--- config.mk ---
export PLATFORM = sky130hd
export DESIGN_NAME = bitslice_alu
export DESIGN_NICKNAME = d
export VERILOG_FILES = /design/src/rtl/bsalu_pkg.sv /design/src/rtl/bsalu_precond.sv /design/src/rtl/bsalu_logic.sv /design/src/rtl/bsalu_slice.sv /design/src/rtl/bitslice_alu.sv
export SDC_FILE = /design/constraint.sdc
export NUM_CORES = 1
export LEC_CHECK = 0
export CAP_MARGIN = 20
export CORE_UTILIZATION = 45
export CTS_BUF_LIST = sky130_fd_sc_hd__clkbuf_4 sky130_fd_sc_hd__clkbuf_8
export CTS_CLUSTER_SIZE = 8
export DETAILED_ROUTE_END_ITERATION = 12
export HOLD_SLACK_MARGIN = 0.03
export PLACE_DENSITY = 0.74
export RECOVER_POWER = 100
export SETUP_SLACK_MARGIN = 0.15
export SLEW_MARGIN = 20
export SYNTH_ARGS = -nofsm -noshare
export SYNTH_HDL_FRONTEND = slang
export SYNTH_SLANG_ARGS = --single-unit
--- constraint.sdc ---
create_clock -name clk -period 3.7 [get_ports clk]
set_input_delay 0.74 -clock clk [delete_from_list [all_inputs] [get_ports clk]]
set_output_delay 0.74 -clock clk [all_outputs]
set_load 0.02 [all_outputs]
--- src/rtl/bsalu_pkg.sv ---
`timescale 1ns/1ps
package bsalu_pkg;
  typedef enum logic [1:0] {
    LOG_AND  = 2'b00,
    LOG_OR   = 2'b01,
    LOG_XOR  = 2'b10,
    LOG_XNOR = 2'b11
  } logic_op_e;
endpackage

--- src/rtl/bsalu_precond.sv ---
`timescale 1ns/1ps
// Operand conditioning ahead of the adder in one slice.
module bsalu_precond (
  input  logic       a_bit,
  input  logic       b_bit,
  input  logic [1:0] sel,
  output logic       x_bit,
  output logic       y_bit
);
  always_comb begin
    x_bit = a_bit ^ (sel[1] & sel[0]);
    y_bit = (sel[0] & b_bit) | (sel[1] & ~sel[0] & ~b_bit);
  end
endmodule

--- src/rtl/bsalu_logic.sv ---
`timescale 1ns/1ps
// Bitwise logic function for one slice.
module bsalu_logic
  import bsalu_pkg::*;
(
  input  logic       a_bit,
  input  logic       b_bit,
  input  logic [1:0] sel,
  output logic       l_bit
);
  always_comb begin
    unique case (logic_op_e'(sel))
      LOG_AND:  l_bit = a_bit & b_bit;
      LOG_OR:   l_bit = a_bit | b_bit;
      LOG_XOR:  l_bit = a_bit ^ b_bit;
      default:  l_bit = ~(a_bit ^ b_bit);
    endcase
  end
endmodule

--- src/rtl/bsalu_slice.sv ---
`timescale 1ns/1ps
// One bit of the ALU: conditioner, full adder, logic unit and mode mux.
module bsalu_slice (
  input  logic       a_bit,
  input  logic       b_bit,
  input  logic       arith_mode,
  input  logic [1:0] sel,
  input  logic       c_in,
  output logic       f_bit,
  output logic       c_out
);
  logic x_bit, y_bit, l_bit, p_bit, s_bit;

  bsalu_precond u_pre (
    .a_bit(a_bit), .b_bit(b_bit), .sel(sel), .x_bit(x_bit), .y_bit(y_bit)
  );

  bsalu_logic u_log (
    .a_bit(a_bit), .b_bit(b_bit), .sel(sel), .l_bit(l_bit)
  );

  always_comb begin
    p_bit = x_bit ^ y_bit;
    s_bit = p_bit ^ c_in;
    c_out = (x_bit & y_bit) | (p_bit & c_in);
    f_bit = arith_mode ? s_bit : l_bit;
  end
endmodule

--- src/rtl/bitslice_alu.sv ---
`timescale 1ns/1ps
// Bit-slice ALU with registered outputs.
module bitslice_alu #(
  parameter int W = 4
) (
  input  logic         clk,
  input  logic         rst,
  input  logic [W-1:0] opd_a,
  input  logic [W-1:0] opd_b,
  input  logic         arith_mode,
  input  logic [1:0]   sel,
  input  logic         cin,
  output logic [W-1:0] result,
  output logic         carry_out,
  output logic         ovf
);
  localparam int TOP = W - 1;

  logic [W:0]   chain;
  logic [W-1:0] f_comb;
  logic         cout_comb, ovf_comb;

  assign chain[0] = cin;

  for (genvar gi = 0; gi < W; gi++) begin : g_slice
    bsalu_slice u_slice (
      .a_bit(opd_a[gi]),
      .b_bit(opd_b[gi]),
      .arith_mode(arith_mode),
      .sel(sel),
      .c_in(chain[gi]),
      .f_bit(f_comb[gi]),
      .c_out(chain[gi+1])
    );
  end

  always_comb begin
    cout_comb = arith_mode & chain[W];
    ovf_comb  = arith_mode & (chain[W] ^ chain[TOP]);
  end

  always_ff @(posedge clk) begin
    if (rst) begin
      result    <= '0;
      carry_out <= 1'b0;
      ovf       <= 1'b0;
    end else begin
      result    <= f_comb;
      carry_out <= cout_comb;
      ovf       <= ovf_comb;
    end
  end
endmodule

==> summary.md, run 1 <==
| Metric | Value |
|---|---|
| Critical Path Max Stage Delay | `570 ps` |
| Relative slew margins | `0.757` |
| Number of fill cells | `approximately 120` |
| DRC Markers | `0` |
| Mux share of post-synthesis cell area | `0.154` |
| Crit-path leading delay family | `adder cells` |
| Leakage power | `roughly 0.43 nW` |
| Synth Flop Type | `dfxtp_1` |
| CTS-repair resized insts | `0` |
| Port Buffer Count | `19` |
| Compound-Gate Fraction of Synth Area | `0.115` |
| Status | `completed` |
| MaxCap Viol Count | `0` |
| Cell Count, Final, Fillers Out | `roughly 110` |
| Simple-gate area share of the yosys netlist | `0.134` |
| CP cell instances | `dlygate4sd3_1, buf_4, nand2b_1, o21ai_0, fa_1, fa_1, inv_1, fa_1, fa_1, nand2b_1, o21ai_0` |
| Buf/Inv on CP | `3` |
| Area growth syn-to-layout | `38.4%` |
| DRT iter0 DRCs | `5` |
| DR vias/cell | `4.85` |
| WS Path Type | `input port to flop` |
| Setup Viol. Count Final | `0` |
| Setup TNS | `0 ps` |
| Clk slew on worst S/H paths | `40 ps` |
| Total wire length | `roughly 1200 um` |
| CP Data Required Time | `3860 ps` |
| Most used cell, CP | `fa_1` |
| Clock Tree Buf Depth | `2` |
| Top post-synthesis cells by count | `9 x inv_1, 8 x ha_1, 6 x dfxtp_1` |
| Avg Synthesized Cell Area | `roughly 9.6 um^2` |
| CTS Buf Count | `3` |
| Total number of vias | `around 520` |
| Post-Syn Area | `around 650 um^2` |
| RSZ-0062 raised after global routing | `no` |
| M3 GR Usage | `0.0333` |
| Max Slew Vio Count | `0` |
| H-tree Lvls | `1` |
| Post-Synth Adder-Cell Area | `0.276` |
| Placed instance count | `105` |
| First-pass GRT wire length | `around 2100 um` |
| Aggregate global routing overflow | `0` |
| Die H | `between 40 and 50 um` |
| Antenna violations before repair | `0` |
| Diode count | `0` |
| Share of the synthesized area in the top cell type | `0.184` |
| Nature of the critical path endpoint | `flop` |
| Gr busiest metal | `met2` |
| Core Area | `between 0.001 and 0.0015 mm^2` |
| CTS Sinks | `6` |
| Fraction of registers with async set/reset | `0` |
| Synth top area cells | `dfxtp_1 18%, ha_1 15%, fa_1 12%` |
| Met1 Track Usage GR | `0.229` |
| Clock Root Buffer | `clkbuf_4` |
| Sequential area share after synthesis | `0.184` |
| Gr usage total | `0.198` |
| Pre-antenna DRT Iters | `2` |
| Synth Instances | `68` |
| Cts hold-fix bufs | `0` |
| Final nets | `121` |
| Initial Util | `0.495` |
| Postcts setup bufs | `0` |
| Met2 GRT Util | `0.343` |
| GP Congestion | `0.728` |
| Netlist cell types | `18` |
| Final antenna-violating net count | `0` |
| Synth Register Bits | `6` |
| Startpoint type of the worst setup path | `input port` |
| Largest family of logic cells by synthesized area | `adder cells` |
| Number of synthesized flops with an enable pin | `0` |
| WL/cell | `10.8 um` |
| YS warnings | `0` |
| Rows | `13` |
| Syn nets | `94` |
| Leading area contributor after synthesis | `dfxtp_1` |
| Vias in the first global route | `about 520` |
| Arr. time, crit path | `roughly 3500 ps` |
| IO Count | `20` |
| CP max stage cell | `dlygate4sd3_1` |
| Count leader, synth | `inv_1` |
| Die ar. | `~0.0016 mm^2` |
| Period Utilization, post-route | `0.909` |
| Xor/xnor cell area share of the yosys netlist | `0.0672` |
| Slew @ Worst Pin | `between 300 and 400 ps` |
| Maximum vdd drop | `roughly 0.083 mV` |
| Die width | `40.1 um` |
| CTS tree | `done` |
| Power Density | `270 mW/mm^2` |
| CP max FO | `5` |
| Hold Vio Cnt, Final | `0` |
| DP Wirelength | `just over 1000 um` |
| Tmin final | `approximately 3400 ps` |
| Share of cells above drive strength 1 | `0.151` |
| Largest net degree at the start of global routing | `8` |
| FMAX | `just under 300 MHz` |
| Worst min path class | `input port to flop` |
-- logic make-up after synthesis --
logic type	Yosys count
simple gates	15
compound gates	12
buf+inv	10
flops	6
xor+xnor	5
mux	8
fa+ha+maj	12
-- per-stage QoR --
| stage | power [mW] | area, um^2 | hold slack, ps | setup slack [ps] | util |
|---|---|---|---|---|---|
| 6_report | 0.243 | 902 | 1270 | 338 | 0.685 |
| 3_3_place_gp | 0.189 | 880 | 1520 | 350 | 0.668 |
| 4_1_cts | 0.251 | 902 | 1270 | 483 | 0.685 |
| 2_1_floorplan | 0.144 | 652 | 836 | 784 | - |
| 3_5_place_dp | 0.192 | 880 | 1510 | 237 | 0.668 |
| 5_1_grt | 0.266 | 902 | 1300 | 199 | 0.685 |
-- flip-flops by register name (all words and copies together), names as in the netlist --
register and flops:
carry_out 1, ovf 1, result 4
-- routing by layer --
layer  routed length, um  up-vias
li1                    -      281
met2                 570       14
met1                 538      227
met3                  43        2
met4                   9        0
met5                   0        -
-- cell usage in the layout, fill, tap and decap left out --
master and n:
mux2i_1 4, buf_4 4, ha_1 8, mux2_4 4, clkbuf_4 3, nor3b_4 1
fa_1 4, inv_1 9, xnor2_1 5, a22oi_2 1, a21oi_1 2, dlygate4sd3_1 7
o21ai_0 4, nand2b_1 4, nand2_1 5, clkdlybuf4s50_1 12, a22oi_1 3, dfxtp_1 6
nor2_1 4, nor3_2 1, o21ai_1 2
-- final timing paths --
| check | startpoint | endpoint | slack, ps | cells after the start |
|---|---|---|---|---|
| worst max-delay path | sel[1] | result[3] | 340 | 11 |
| worst min-delay path | rst | result[0] | 1270 | 2 |
-- final cells by class --
cell class,count,area [um^2],area share
well taps,15,18.8,0.0208
flip-flops and latches,6,120,0.133
inverters,9,33.8,0.0374
clock buffers,3,22.5,0.0250
multi-input cells,52,487,0.540
repair buffers,23,220,0.244
-- power by group --
group / total, mW / switching, mW / leakage, nW / internal [mW]
combinational: 0.111 / 0.0523 / 0.363 / 0.0586
sequential: 0.0748 / 0.00176 / 0.0497 / 0.0730
clock: 0.0577 / 0.0212 / 0.0138 / 0.0365
Power figures use the tool's default switching activity.
==> run 2, diff against run 1 <==
- CORE_UTILIZATION: 45 -> 47
- PLACE_DENSITY: 0.74 -> 0.77
==> summary.md, run 2 (synthesis results as in run 1) <==
| Metric | Value |
|---|---|
| Status | `completed (unchanged)` |
| CP max FO | `5 (unchanged)` |
| Leakage power | `0.426 nW (unchanged)` |
| Buf/Inv on CP | `3 (unchanged)` |
| Die ar. | `0.00154 mm^2 (was 0.00160 mm^2)` |
| Critical Path Max Stage Delay | `570 ps (about the same)` |
| Setup TNS | `0 ps (unchanged)` |
| DRC Markers | `0 (unchanged)` |
| Total number of vias | `538 (was 524)` |
| Largest net degree at the start of global routing | `8 (unchanged)` |
| Core Area | `0.00130 mm^2 (was 0.00132 mm^2)` |
| Antenna violations before repair | `0 (unchanged)` |
| Max Slew Vio Count | `0 (unchanged)` |
| Diode count | `0 (unchanged)` |
| Pre-antenna DRT Iters | `3 (was 2)` |
| Postcts setup bufs | `0 (unchanged)` |
| Post-Place Cell Area | `880 um^2 (unchanged)` |
| WS Path Type | `input port to flop (unchanged)` |
| Vias in the first global route | `505 (was 517)` |
| DRT iter0 DRCs | `3 (was 5)` |
| IO Count | `20 (unchanged)` |
| Slew @ Worst Pin | `319 ps (was 362 ps)` |
| Cts hold-fix bufs | `0 (unchanged)` |
| Largest reg by FF count | `result (unchanged)` |
| Largest registers | `result: 4 flops, carry_out: 1 flops, ovf: 1 flops (unchanged)` |
| Final antenna-violating net count | `0 (unchanged)` |
| Tmin final | `3380 ps (was 3360 ps)` |
| GP Congestion | `0.708 (was 0.728)` |
| CP cell instances | `dlygate4sd3_1, buf_4, nand2b_1, o21ai_0, fa_1, fa_1, inv_1, fa_1, fa_1, nand2b_1, o21ai_0 (unchanged)` |
| Setup Viol. Count Final | `0 (unchanged)` |
| Worst min path class | `input port to flop (unchanged)` |
| Crit-path leading delay family | `adder cells (unchanged)` |
| Aggregate global routing overflow | `0 (unchanged)` |
| Number of fill cells | `125 (was 115)` |
| Nature of the critical path endpoint | `flop (unchanged)` |
| Most used cell, CP | `fa_1 (unchanged)` |
| Final nets | `121 (unchanged)` |
| Arr. time, crit path | `3540 ps (was 3520 ps)` |
| Total wire length | `1180 um (was 1160 um)` |
| Relative slew margins | `0.786 (was 0.757)` |
| Commonest cells after routing, fill and taps aside | `12 x clkdlybuf4s50_1, 9 x inv_1, 8 x ha_1 (unchanged)` |
| CTS tree | `done (unchanged)` |
| MaxCap Viol Count | `0 (unchanged)` |
| DP Wirelength | `1050 um (was 1030 um)` |
| Initial Util | `0.501 (was 0.495)` |
| CTS-repair resized insts | `0 (unchanged)` |
| DR vias/cell | `4.98 (was 4.85)` |
| Die width | `39.2 um (was 40.1 um)` |
| Gr usage total | `0.209 (was 0.198)` |
| Share of cells above drive strength 1 | `0.151 (unchanged)` |
| Power Density | `274 mW/mm^2 (was 270 mW/mm^2)` |
| Maximum vdd drop | `0.100 mV (was 0.0835 mV)` |
| Max reg flops | `4 (unchanged)` |
| CP max stage cell | `dlygate4sd3_1 (unchanged)` |
| Area growth syn-to-layout | `38.4% (unchanged)` |
| FMAX | `295 MHz (was 297 MHz)` |
| Most common cell after layout, fill and taps aside | `clkdlybuf4s50_1 (unchanged)` |
| WL/cell | `10.9 um (was 10.8 um)` |
| H-tree Lvls | `1 (unchanged)` |
| CTS Sinks | `6 (unchanged)` |
| Clock Tree Buf Depth | `2 (unchanged)` |
| CTS Buf Count | `3 (unchanged)` |
| Die H | `39.2 um (was 40.1 um)` |
| Clock Root Buffer | `clkbuf_4 (unchanged)` |
| CP Data Required Time | `3860 ps (about the same)` |
| Hold Vio Cnt, Final | `0 (unchanged)` |
| Rows | `13 (unchanged)` |
| Period Utilization, post-route | `0.915 (was 0.909)` |
| First-pass GRT wire length | `2110 um (was 2100 um)` |
| Fin area | `902 um^2 (unchanged)` |
| Port Buffer Count | `19 (unchanged)` |
| Startpoint type of the worst setup path | `input port (unchanged)` |
| RSZ-0062 raised after global routing | `no (unchanged)` |
| Clk slew on worst S/H paths | `40 ps (about the same)` |
==> run 2: cell counts in the layout (fill, tap and decap cells not counted) <==
Identical to the previous run, type by type.
==> run 2: through the flow <==
| step | hold slack [ps] | power, mW | setup slack [ps] | util | instances |
|---|---|---|---|---|---|
| 5_1_grt | 1270 | 0.268 | 177 | 0.693 | 108 |
| 3_3_place_gp | 1510 | 0.190 | 329 | 0.676 | 105 |
| 2_1_floorplan | 836 | 0.144 | 784 | - | 68 |
| 4_1_cts | 1250 | 0.255 | 500 | 0.693 | 108 |
| 6_report | 1240 | 0.247 | 315 | 0.693 | 108 |
| 3_5_place_dp | 1500 | 0.194 | 244 | 0.676 | 105 |
==> run 2: power breakdown <==
part | switching, mW | internal, mW | total (mW)
Clock | 0.0230 | 0.0366 | 0.0597
Combinational | 0.0533 | 0.0594 | 0.113
Sequential | 0.00160 | 0.0730 | 0.0746
==> run 2: area by class of cell <==
cell class                      instances  area (um^2)  share of cell area
Multi-Input combinational cell         52          487               0.540
Sequential cell                         6          120               0.133
Clock buffer                            3         22.5              0.0250
Timing Repair Buffer                   23          220               0.244
Inverter                                9         33.8              0.0374
Tap cell                               15         18.8              0.0208
==> run 2: final timing paths <==
path	startpoint	endpoint	slack (ps)	depth (start not counted)
worst max-delay path	sel[1]	result[3]	320	11
worst min-delay path	rst	result[2]	1240	2
==> run 2: metal layers <==
metal / GRT usage / routed length, um / vias to the layer above
li1: - / - / 279
met2: 0.367 / 605 / 15
met3: 0.0173 / 40 / 2
met4: 0.129 / 17 / 0
met1: 0.240 / 519 / 242
met5: 0 / 0 / -
